--- config.mk ---
export PLATFORM = sky130hd
export DESIGN_NAME = i2s_tx
export DESIGN_NICKNAME = d
export VERILOG_FILES = /design/src/rtl/i2s_tx_pkg.sv /design/src/rtl/i2s_tx_fifo.sv /design/src/rtl/i2s_tx_clkgen.sv /design/src/rtl/i2s_tx_ser.sv /design/src/rtl/i2s_tx.sv
export SDC_FILE = /design/constraint.sdc
export NUM_CORES = 1
export LEC_CHECK = 0
export ABC_AREA = 1
export BUFFER_PORTS_ARGS = -buffer_cell sky130_fd_sc_hd__buf_2
export CORE_UTILIZATION = 45
export CTS_CLUSTER_SIZE = 24
export DETAILED_ROUTE_END_ITERATION = 8
export MAX_ROUTING_LAYER = met4
export SYNTH_ARGS = -nofsm -noshare
export SYNTH_HDL_FRONTEND = slang
export SYNTH_SLANG_ARGS = --single-unit
--- constraint.sdc ---
create_clock -name clk_i -period 3 [get_ports clk_i]
set_input_delay 0.75 -clock clk_i [delete_from_list [all_inputs] [get_ports clk_i]]
set_output_delay 0.75 -clock clk_i [all_outputs]
set_load 0.02 [all_outputs]
--- src/rtl/i2s_tx_pkg.sv ---
`timescale 1ns/1ps
package i2s_tx_pkg;
  localparam int SAMPLE_W   = 16;
  localparam int FRAME_W    = 2 * SAMPLE_W;
  localparam int HALF_SLOTS = 32;
  localparam int SLOT_W     = $clog2(2 * HALF_SLOTS);
  localparam int POS_W      = SLOT_W - 1;
  localparam int BIT_IDX_W  = $clog2(SAMPLE_W);
  // clk/2 = MCLK, MCLK/4 = SCLK -> 3-bit prescaler
  localparam int PRE_W      = 3;
  typedef logic [FRAME_W-1:0] frame_t;
  typedef logic [SLOT_W-1:0]  slot_t;
endpackage

--- src/rtl/i2s_tx_fifo.sv ---
`timescale 1ns/1ps
module i2s_tx_fifo #(
  parameter int DEPTH = 16,
  parameter int WIDTH = 32,
  localparam int AW   = $clog2(DEPTH),
  localparam int CW   = $clog2(DEPTH + 1)
) (
  input  logic             clk_i,
  input  logic             rst_ni,
  input  logic             flush_i,
  input  logic             wr_i,
  input  logic [WIDTH-1:0] wdata_i,
  input  logic             rd_i,
  output logic [WIDTH-1:0] rdata_o,
  output logic             empty_o,
  output logic [CW-1:0]    count_o
);
  logic [WIDTH-1:0] mem_q [DEPTH];
  logic [AW-1:0]    wp_q, rp_q;
  logic [CW-1:0]    cnt_q;
  logic             full, do_wr, do_rd;

  assign full  = (cnt_q == CW'(DEPTH));
  assign do_wr = wr_i && !full;
  assign do_rd = rd_i && (cnt_q != '0);

  function automatic logic [AW-1:0] nxt(input logic [AW-1:0] p);
    return (p == AW'(DEPTH - 1)) ? '0 : p + 1'b1;
  endfunction

  always_ff @(posedge clk_i or negedge rst_ni) begin
    if (!rst_ni) begin
      wp_q  <= '0;
      rp_q  <= '0;
      cnt_q <= '0;
    end else if (flush_i) begin
      wp_q  <= '0;
      rp_q  <= '0;
      cnt_q <= '0;
    end else begin
      if (do_wr) wp_q <= nxt(wp_q);
      if (do_rd) rp_q <= nxt(rp_q);
      if (do_wr && !do_rd)      cnt_q <= cnt_q + 1'b1;
      else if (do_rd && !do_wr) cnt_q <= cnt_q - 1'b1;
    end
  end

  always_ff @(posedge clk_i) begin
    if (do_wr) mem_q[wp_q] <= wdata_i;
  end

  assign rdata_o = mem_q[rp_q];
  assign empty_o = (cnt_q == '0);
  assign count_o = cnt_q;


  fifo_bound_chk: assert property (@(posedge clk_i) disable iff (!rst_ni)
    cnt_q <= CW'(DEPTH));

  full_drop_chk: assert property (@(posedge clk_i) disable iff (!rst_ni)
    (full && wr_i && !rd_i && !flush_i) |=> (cnt_q == CW'(DEPTH)));

  flush_empty_chk: assert property (@(posedge clk_i) disable iff (!rst_ni)
    flush_i |=> empty_o);

  no_pop_empty_chk: assert property (@(posedge clk_i) disable iff (!rst_ni)
    rd_i |-> !empty_o);
endmodule

--- src/rtl/i2s_tx_clkgen.sv ---
`timescale 1ns/1ps
module i2s_tx_clkgen
  import i2s_tx_pkg::*;
(
  input  logic clk_i,
  input  logic rst_ni,
  input  logic master_i,
  input  logic start_i,
  input  logic sclk_i,
  input  logic lrck_i,
  output logic tick_o,
  output logic lr_o,
  output logic mclk_o,
  output logic sclk_o
);
  logic [PRE_W-1:0] pre_q;
  logic [1:0]       sclk_sync_q, lrck_sync_q;
  logic             sclk_prev_q;
  logic             run, tick_m, tick_s;

  assign run = master_i && start_i;

  always_ff @(posedge clk_i or negedge rst_ni) begin
    if (!rst_ni)   pre_q <= '0;
    else if (!run) pre_q <= '0;
    else           pre_q <= pre_q + 1'b1;
  end

  always_ff @(posedge clk_i or negedge rst_ni) begin
    if (!rst_ni) begin
      sclk_sync_q <= '0;
      lrck_sync_q <= '0;
      sclk_prev_q <= 1'b0;
    end else begin
      sclk_sync_q <= {sclk_sync_q[0], sclk_i};
      lrck_sync_q <= {lrck_sync_q[0], lrck_i};
      sclk_prev_q <= sclk_sync_q[1];
    end
  end

  // SCLK falls as the prescaler wraps
  assign tick_m = run && (pre_q == '1);
  assign tick_s = sclk_prev_q && !sclk_sync_q[1];
  assign tick_o = master_i ? tick_m : tick_s;
  assign lr_o   = lrck_sync_q[1];
  assign mclk_o = master_i && pre_q[0];
  assign sclk_o = master_i && pre_q[PRE_W-1];


  idle_no_tick_chk: assert property (@(posedge clk_i) disable iff (!rst_ni)
    (master_i && !start_i) |-> !tick_o);

  tick_spacing_chk: assert property (@(posedge clk_i) disable iff (!rst_ni)
    (tick_o && master_i) |=> (!tick_o || !master_i));
endmodule

--- src/rtl/i2s_tx_ser.sv ---
`timescale 1ns/1ps
module i2s_tx_ser
  import i2s_tx_pkg::*;
(
  input  logic   clk_i,
  input  logic   rst_ni,
  input  logic   master_i,
  input  logic   tick_i,
  input  logic   lr_i,
  input  logic   flush_i,
  input  logic   fifo_empty_i,
  input  frame_t fifo_data_i,
  output logic   pop_o,
  output logic   sdata_o,
  output logic   lrck_o,
  output logic   underrun_o
);
  localparam logic [POS_W-1:0] LAST_POS = POS_W'(SAMPLE_W);

  slot_t  slot_q, slot_nxt;
  logic   lr_prev_q, frame_start, active, urun_q;
  frame_t frame_q;
  logic [POS_W-1:0]     pos;
  logic [POS_W-1:0]     idx_full;
  logic [SAMPLE_W-1:0]  sample;

  always_comb begin
    slot_nxt = slot_q + 1'b1;
    if (!master_i && (lr_i != lr_prev_q)) slot_nxt = {lr_i, {POS_W{1'b0}}};
  end

  assign frame_start = tick_i && (slot_nxt == '0);
  assign pop_o       = frame_start && !fifo_empty_i;

  always_ff @(posedge clk_i or negedge rst_ni) begin
    if (!rst_ni) begin
      slot_q    <= '1;
      lr_prev_q <= 1'b1;
      frame_q   <= '0;
    end else if (tick_i) begin
      slot_q    <= slot_nxt;
      lr_prev_q <= lr_i;
      if (frame_start) frame_q <= fifo_empty_i ? '0 : fifo_data_i;
    end
  end

  always_ff @(posedge clk_i or negedge rst_ni) begin
    if (!rst_ni)                         urun_q <= 1'b0;
    else if (flush_i)                    urun_q <= 1'b0;
    else if (frame_start && fifo_empty_i) urun_q <= 1'b1;
  end

  // slot 0 is the delay slot after the LRCK edge
  assign pos      = slot_q[POS_W-1:0];
  assign active   = (pos != '0) && (pos <= LAST_POS);
  assign sample   = slot_q[SLOT_W-1] ? frame_q[SAMPLE_W-1:0] : frame_q[FRAME_W-1:SAMPLE_W];
  assign idx_full = LAST_POS - pos;
  assign sdata_o  = active && sample[idx_full[BIT_IDX_W-1:0]];
  assign lrck_o   = master_i && slot_q[SLOT_W-1];
  assign underrun_o = urun_q;


  underrun_sticky_chk: assert property (@(posedge clk_i) disable iff (!rst_ni)
    (underrun_o && !flush_i) |=> underrun_o);

  sdata_hold_chk: assert property (@(posedge clk_i) disable iff (!rst_ni)
    !tick_i |=> $stable(sdata_o));

  slot_step_chk: assert property (@(posedge clk_i) disable iff (!rst_ni)
    (tick_i && master_i) |=> (slot_q == SLOT_W'($past(slot_q) + 1'b1)));

  slave_align_chk: assert property (@(posedge clk_i) disable iff (!rst_ni)
    (tick_i && !master_i && (lr_i != lr_prev_q)) |=> (slot_q[POS_W-1:0] == '0));
endmodule

--- src/rtl/i2s_tx.sv ---
`timescale 1ns/1ps
module i2s_tx
  import i2s_tx_pkg::*;
#(
  parameter int FIFO_DEPTH = 16,
  parameter int TRIG_LEVEL = FIFO_DEPTH / 2,
  localparam int CW        = $clog2(FIFO_DEPTH + 1)
) (
  input  logic               clk_i,
  input  logic               rst_ni,
  input  logic               master_i,
  input  logic               tx_start_i,
  input  logic               fifo_rst_i,
  input  logic               wr_valid_i,
  input  logic [FRAME_W-1:0] wr_data_i,
  input  logic               sclk_i,
  input  logic               lrck_i,
  output logic               mclk_o,
  output logic               sclk_o,
  output logic               lrck_o,
  output logic               sdata_o,
  output logic               dma_req_o,
  output logic               underrun_o
);
  logic    tick, lr, pop, empty;
  frame_t  rdata;
  logic [CW-1:0] count;

  i2s_tx_fifo #(.DEPTH(FIFO_DEPTH), .WIDTH(FRAME_W)) u_fifo (
    .clk_i, .rst_ni,
    .flush_i (fifo_rst_i),
    .wr_i    (wr_valid_i),
    .wdata_i (wr_data_i),
    .rd_i    (pop),
    .rdata_o (rdata),
    .empty_o (empty),
    .count_o (count)
  );

  i2s_tx_clkgen u_clk (
    .clk_i, .rst_ni, .master_i,
    .start_i (tx_start_i),
    .sclk_i, .lrck_i,
    .tick_o  (tick),
    .lr_o    (lr),
    .mclk_o, .sclk_o
  );

  i2s_tx_ser u_ser (
    .clk_i, .rst_ni, .master_i,
    .tick_i       (tick),
    .lr_i         (lr),
    .flush_i      (fifo_rst_i),
    .fifo_empty_i (empty),
    .fifo_data_i  (rdata),
    .pop_o        (pop),
    .sdata_o, .lrck_o, .underrun_o
  );

  assign dma_req_o = (count <= CW'(TRIG_LEVEL));
endmodule

==> flow_summary.toml, run 1 <==
[global_routing]
grt_pass1_vias = 13901
grt_pass1_wl_um = 86200
grt-ovfl-total = 0
grt_start_max_net_pins = 128
antenna_found_initial = 3
grt_use_total_pct = 22.5

[floorplanning]
pin_count = 46
core_mm2 = 0.0505
dieArea_mm2 = 0.0524
die_w_um = 229
rows = 82
start_util_pct = 45.9
die_y_um = 229

[pwr]
peakVddDrop_uv = 410
switching_share_pct = 24.7
internal_power_mw = 13.5
power.density_mw_per_mm2 = 682
power_frac_comb_pct = 11.2
power.total_mw = 18.0
switchingPower_mw = 4.45
p_leak_nw = 9.24
p_seq_share_pct = 51.9
power_frac_clock_pct = 36.8

[layout]
drive_above_1_share_pct = 12.2
area_growth_pct = 13.7
final_cells = 2632
multi_input_area_mm2 = 0.00549
fillCellCount = 4304
layout.nets = 1967
seq_area_mm2 = 0.0169

[clock_network]
cts_made_buffers = 56
htreeDepth = 2
clock-sinks = 573
cts_tree = "yes"
clk_latency_ns = 0.62
root_buffer = "clkbuf_16"
clockBufferDepth = 3
clk_pin_slew_ns = 0.06
holdBufCountCts = 0

[sta]
slew_headroom_pct = 42.1
clock_skew_ns = 0.0198
slew_violations = 0
hold_violations = 0
worst_slew_pin_slew_ns = 0.868
timing.setup.tns_ns = 0
grt_setup_unrepaired = "yes"
timing.fmax_mhz = 334
layout_min_cycle_time_ns = 3.00
setup_violations = 0
period_share_pct = 99.8

[synth]
syn_avg_cell_area_um2 = 12.4
syn_nets = 1916
yosysSeqAreaShare_pct = 73.0
synth_xor_area_share_pct = 0.302
yosysWarnings = 0
synthCells = 1862
yosys.area_share.adder_pct = 0.788
yosys.area_share.simple_pct = 11.4
synth_top_family_by_area = "simple AND/OR/NAND/NOR gates"
synth_compound_area_share_pct = 10.4
yosys.cell_types.count = 38
synth-seq-cells = 573
muxShareOfSynthArea_pct = 0
syn_area_mm2 = 0.0232

[routing]
firstDrtPassIters = 5
final_antenna_net_count = 0
vias = 14563
drt_wl_total_um = 56600
drc = 0
drtIter0Drc = 1482
viasPerCell = 5.53
routedWlPerCell_um = 21.5

[worst_setup_path]
end_kind = "primary output"
crit_cells = 9
path_cells = "clkinv_4, ha_4, inv_4, nand3_2, nand3_1, nand3_2, nand2_2, a31oi_4, buf_6"
start_kind = "register"
crit_buf_inv = 3
critPathKind = "reg2out"
cp_slowest_stage_delay_ns = 0.56
slowest_stage = "dfstp_2"
critPathArrivalTime_ns = 2.25
cp.required_ns = 2.25
crit_top_cell = "nand3_2"
cp_top_family = "flip-flops"
cp_max_fo = 8
rr_worst_depth = 19

[placed_design]
port-buffer-count = 45
dp.cells = 2521
gp_congestion = 0.866
hpwl_um = 29400

[status]
run_status = "finished clean"

[run]
drv_cap = 0

[hold_path]
worstHoldPathType = "in2async"
-- worst reg2reg max path, stage by stage, from the launching register on --
cell	delay, ns
dfstp_2	0.56
buf_4	0.21
ha_1	0.21
nand2_2	0.07
inv_2	0.06
nor2_1	0.05
o21ai_1	0.12
nand2_1	0.10
nor2_4	0.17
nand3_4	0.09
nand2_4	0.13
ha_1	0.28
a21oi_1	0.14
nand2_1	0.07
xor2_1	0.17
inv_1	0.06
nand2_1	0.06
nand2_1	0.04
nand2_1	0.06
nand2_1	0.04
-- what timing repair did --
| item | 4_1_cts | 5_1_grt |
|---|---|---|
| endpoints found under the setup margin | 1 | 2 |
| gates resized for setup | 9 | 14 |
| pin swaps | 1 | 4 |
| buffers inserted | 4 | 2 |
-- worst paths after layout --
kind                                       from              endpoint  slack (ns)
min                                      rst_ni     u_fifo.count_o[0]        0.24
max in group asynchronous                rst_ni     u_ser.frame_q[30]        2.11
min reg2reg                u_clk.sclk_sync_q[0]  u_clk.sclk_sync_q[1]        0.35
min in group clk_i                       lrck_i  u_clk.lrck_sync_q[0]        0.24
max reg2reg                     u_ser.slot_q[0]     u_fifo.count_o[4]        0.20
max                             u_ser.slot_q[0]               sdata_o       0.005
-- logic make-up after synthesis --
family          after synthesis
buf+inv                     222
compound gates              431
xor+xnor                      8
fa+ha+maj                    14
flops                       573
simple gates                614
-- synthesized netlist by cell type --
| cell | n | area share (%) |
|---|---|---|
| inv_2 | 9 | 0.15 |
| ha_1 | 13 | 0.70 |
| clkbuf_1 | 51 | 0.83 |
| buf_2 | 35 | 0.76 |
| nand3_4 | 2 | 0.15 |
| dfstp_2 | 7 | 0.79 |
| nor2_4 | 1 | 0.049 |
| o211ai_1 | 48 | 1.6 |
| o21a_1 | 15 | 0.49 |
| nand3_1 | 141 | 3.0 |
| nand2_1 | 223 | 3.6 |
| clkinv_1 | 3 | 0.049 |
| fa_1 | 1 | 0.086 |
| buf_1 | 6 | 0.097 |
| nor2_1 | 205 | 3.3 |
| buf_6 | 9 | 0.44 |
| o311ai_1 | 1 | 0.038 |
| o21ai_0 | 220 | 4.8 |
| o21bai_1 | 2 | 0.065 |
| nand2_4 | 2 | 0.097 |
| nand2_2 | 4 | 0.11 |
| a31oi_1 | 1 | 0.027 |
| nand4_1 | 34 | 0.92 |
| o21ai_1 | 40 | 0.86 |
| buf_4 | 7 | 0.23 |
| dfrtp_1 | 54 | 5.8 |
| inv_4 | 1 | 0.027 |
| xnor2_1 | 1 | 0.038 |
| nand3b_1 | 2 | 0.065 |
| xor2_1 | 7 | 0.26 |
| o31ai_1 | 1 | 0.032 |
| o2111ai_1 | 1 | 0.038 |
| o22ai_1 | 7 | 0.19 |
| clkinv_2 | 1 | 0.022 |
| o221ai_1 | 16 | 0.60 |
| inv_1 | 100 | 1.6 |
| a21oi_1 | 79 | 1.7 |
| edfxtp_1 | 512 | 66 |
-- cell usage in the layout (no fill, tap or decap), drive strengths merged --
| master | n |
|---|---|
| o31ai | 1 |
| edfxtp | 512 |
| o21bai | 2 |
| diode | 3 |
| a21oi | 79 |
| o311ai | 1 |
| xnor2 | 1 |
| nor2 | 206 |
| o22ai | 7 |
| clkbuf | 71 |
| o211ai | 48 |
| nand3b | 2 |
| dfrtp | 54 |
| clkinvlp | 3 |
| o2111ai | 1 |
| nand4 | 34 |
| nand2 | 229 |
| xor2 | 7 |
| o21ai | 260 |
| buf | 101 |
| ha | 13 |
| nand3 | 143 |
| a31oi | 1 |
| bufinv | 2 |
| inv | 110 |
| clkinv | 30 |
| o221ai | 16 |
| o21a | 15 |
| dfstp | 7 |
| fa | 1 |
-- per-layer routing --
metal / track usage, % / part of all wire [%]
met1: 30.7 / 45
met2: 35.0 / 47
met3: 3.36 / 5.6
met4: 6.94 / 2.7
met5: - / 0
-- power by group through the flow --
| stage | clock [mW] | combinational (mW) | sequential (mW) |
|---|---|---|---|
| final | 6.62 | 2.02 | 9.33 |
| after global routing | 7.04 | 2.23 | 9.37 |
| after CTS | 6.76 | 1.88 | 9.32 |
| after detailed placement | 0 | 1.77 | 9.49 |
| after global placement | 0 | 1.72 | 9.48 |
| after floorplan | 0 | 1.14 | 9.43 |
-- state kept, by name (all words and copies together) (netlist names) --
signal,cells
u_ser.frame_q,32
u_clk.sclk_sync_q,2
u_fifo.count_o,5
u_fifo.wp_q,4
u_clk.pre_q,3
u_ser.lr_prev_q,1
u_ser.slot_q,6
u_ser.underrun_o,1
u_fifo.mem_q,512
u_clk.sclk_prev_q,1
u_fifo.rp_q,4
u_clk.lrck_sync_q,2
-- cell type report --
class	instances	share of cell area, %
Inverter	114	1.68
Tap cell	672	3.19
Sequential cell	573	64.2
Timing Repair Buffer	101	3.53
Multi-Input combinational cell	1067	20.9
Clock inverter	31	0.803
Antenna cell	3	0.0285
Clock buffer	71	5.69
-- stage by stage --
stage          utilization, %  instance area (µm²)  hold WS [ns]  setup slack, ns
2_1_floorplan               -                23200         0.331           0.0907
3_3_place_gp             48.5                24500         0.336            0.275
3_5_place_dp             48.5                24500         0.342            0.253
4_1_cts                  52.0                26300         0.205          0.00131
5_1_grt                  52.2                26300         0.215          -0.0713
6_report                 52.2                26300         0.236          0.00491
Power figures use the tool's default switching activity.
==> run 2: changes to the inputs <==
- CORE_ASPECT_RATIO: default -> 1.25
==> flow_summary.toml, run 2 (same netlist as run 1, synthesis figures left out) <==
[status]
run_status = "complete, but fails checks"
failed_checks = "setup timing"

[sta]
setup_violations = 1
slew_headroom_pct = 41.1
slew_violations = 0
clock_skew_ns = 0.0256
hold_ws_ns = 0.247
layout_min_cycle_time_ns = 3.06
hold_violations = 0
period_share_pct = 102
timing.setup.tns_ns = -0.0569
grt_setup_unrepaired = "yes"
worst_slew_pin_slew_ns = 0.883
worst_slack_ns = -0.0569
timing.fmax_mhz = 327

[floorplanning]
pin_count = 46
start_util_pct = 45.7
die_y_um = 256
rows = 92
core_mm2 = 0.0506
dieArea_mm2 = 0.0524
die_w_um = 205

[layout]
mostFrequentLayoutCells = "edfxtp_1 (512), nand2_1 (222), o21ai_0 (217)"
reg_top3 = "u_fifo.mem_q: 512 flops, u_ser.frame_q: 32 flops, u_ser.slot_q: 6 flops"
regMostFlops = "u_fifo.mem_q"
final_cells = 2628
final_common_cell = "edfxtp_1"
area_growth_pct = 14.2
layout.nets = 1975
drive_above_1_share_pct = 12.3
largest_register_ffs = 512

[worst_setup_path]
cp-startpoint = "u_ser.slot_q[5]"
critPathKind = "reg2out"
slowest_stage = "dfstp_4"
crit_buf_inv = 3
cp_max_fo = 6
path_cells = "clkinvlp_4, buf_6, a21oi_2, o21ai_1, nand3_1, nand3_1, a31oi_2, buf_4"
regToRegStartpoint = "u_ser.slot_q[0]"
end_kind = "primary output"
cp_top_family = "flip-flops"
critPathArrivalTime_ns = 2.31
start_kind = "register"
cp_slowest_stage_delay_ns = 0.64
cp.required_ns = 2.25
crit_top_cell = "nand3_1"

[global_routing]
grt_pass1_vias = 14014
grt_start_max_net_pins = 151
grt_use_total_pct = 23.0
grt-ovfl-total = 0
grt_pass1_wl_um = 87400
antenna_found_initial = 4

[routing]
vias = 14680
viasPerCell = 5.59
met1_length_um = 24600
wl_met3_um = 3110
dr.max_layer_used = "met4"
final_antenna_net_count = 0
drtIter0Drc = 1361
firstDrtPassIters = 5
wl_met2_um = 28700
routedWlPerCell_um = 21.9
drt_wl_total_um = 57600
drc = 0

[clock_network]
cts_made_buffers = 55
htreeDepth = 2
root_buffer = "clkbuf_16"
clk_pin_slew_ns = 0.06
holdBufCountCts = 0
clk_latency_ns = 0.63
clockBufferDepth = 3
clock-sinks = 573
cts_tree = "yes"

[placed_design]
dpl_worst_slack_ns = 0.228
dp.cells = 2515
gp_congestion = 0.857
port-buffer-count = 45
hpwl_um = 31500

[pwr]
switchingPower_mw = 4.42
power.density_mw_per_mm2 = 685
power.total_mw = 18.1
p_seq_share_pct = 51.5
p_leak_nw = 9.30
power_frac_clock_pct = 37.8
internal_power_mw = 13.7
switching_share_pct = 24.4
power_frac_comb_pct = 10.7
peakVddDrop_uv = 476

[hold_path]
worstHoldPathType = "in2reg"
worstHoldStart = "sclk_i"

[run]
drv_cap = 0
==> run 2: cell count changes in the layout (fill, tap and decap cells not counted), moves of 2 or more <==
cell and change:
bufinv_16 +3, a21oi_2 +5, inv_2 -2, clkbuf_16 -2, inv_1 +2, nand3_1 +7
a21oi_1 -5, buf_4 +8, clkinv_2 -6, o21ai_1 +3, o21ai_0 -3, nand3_2 -7
==> run 2: cell type report <==
cell class	instances	area [µm²]
Fill cell	4333	24200
Sequential cell	573	16900
Multi-Input combinational cell	1067	5460
Clock buffer	71	1460
Timing Repair Buffer	110	1010
Tap cell	658	823
Inverter	114	440
Clock inverter	31	319
Antenna cell	4	10.0
==> run 2: per-layer routing <==
metal	up-vias	track usage, %
met4	0	5.60
li1	6839	-
met3	81	3.20
met1	7303	30.6
met5	-	-
met2	457	37.2
==> run 2: through the flow <==
step / utilization (%) / cell area [µm²]
finish: 52.2 / 26500
global route: 52.2 / 26400
CTS: 52.2 / 26400
detailed placement: 48.4 / 24500
global placement: 48.4 / 24500
floorplan: - / 23200
==> run 2: path summary, 6_finish.rpt <==
check,endpoint,slack [ns],depth (start not counted)
max reg2reg,u_fifo.count_o[4],0.19,19
max in group asynchronous,u_fifo.rp_q[0],2.10,1
min,u_clk.sclk_sync_q[0],0.25,1
min in group asynchronous,u_clk.sclk_sync_q[0],0.26,1
max,sdata_o,-0.06,8
min reg2reg,u_clk.sclk_sync_q[1],0.35,0
==> run 2: power groups by stage <==
stage          registers [mW]  logic, mW  clock network, mW
4_1_cts                  9.33       1.92               6.96
2_1_floorplan            9.43       1.14                  0
6_report                 9.34       1.93               6.85
3_5_place_dp             9.51       1.77                  0
3_3_place_gp             9.50       1.73                  0
5_1_grt                  9.37       2.15               7.27
==> run 2: worst register-to-register path, stage by stage, from the launching register on <==
cell     delay [ns]
dfstp_2        0.56
buf_6          0.17
ha_2           0.21
nand2_2        0.07
inv_2          0.07
nor2_1         0.05
o21ai_1        0.13
nand2_1        0.10
nor2_4         0.18
nand3_4        0.10
nand2_4        0.12
ha_1           0.28
a21oi_1        0.15
nand2_1        0.11
xor2_2         0.15
inv_1          0.06
nand2_1        0.06
nand2_1        0.04
nand2_1        0.06
nand2_1        0.04
==> run 2: timing repair <==
item                                    4_1_cts  5_1_grt
buffers inserted                              7        0
resized for setup                            14        7
endpoints found under the setup margin        1        2
hold endpoints to repair                      0        0
pin swaps                                     4        1
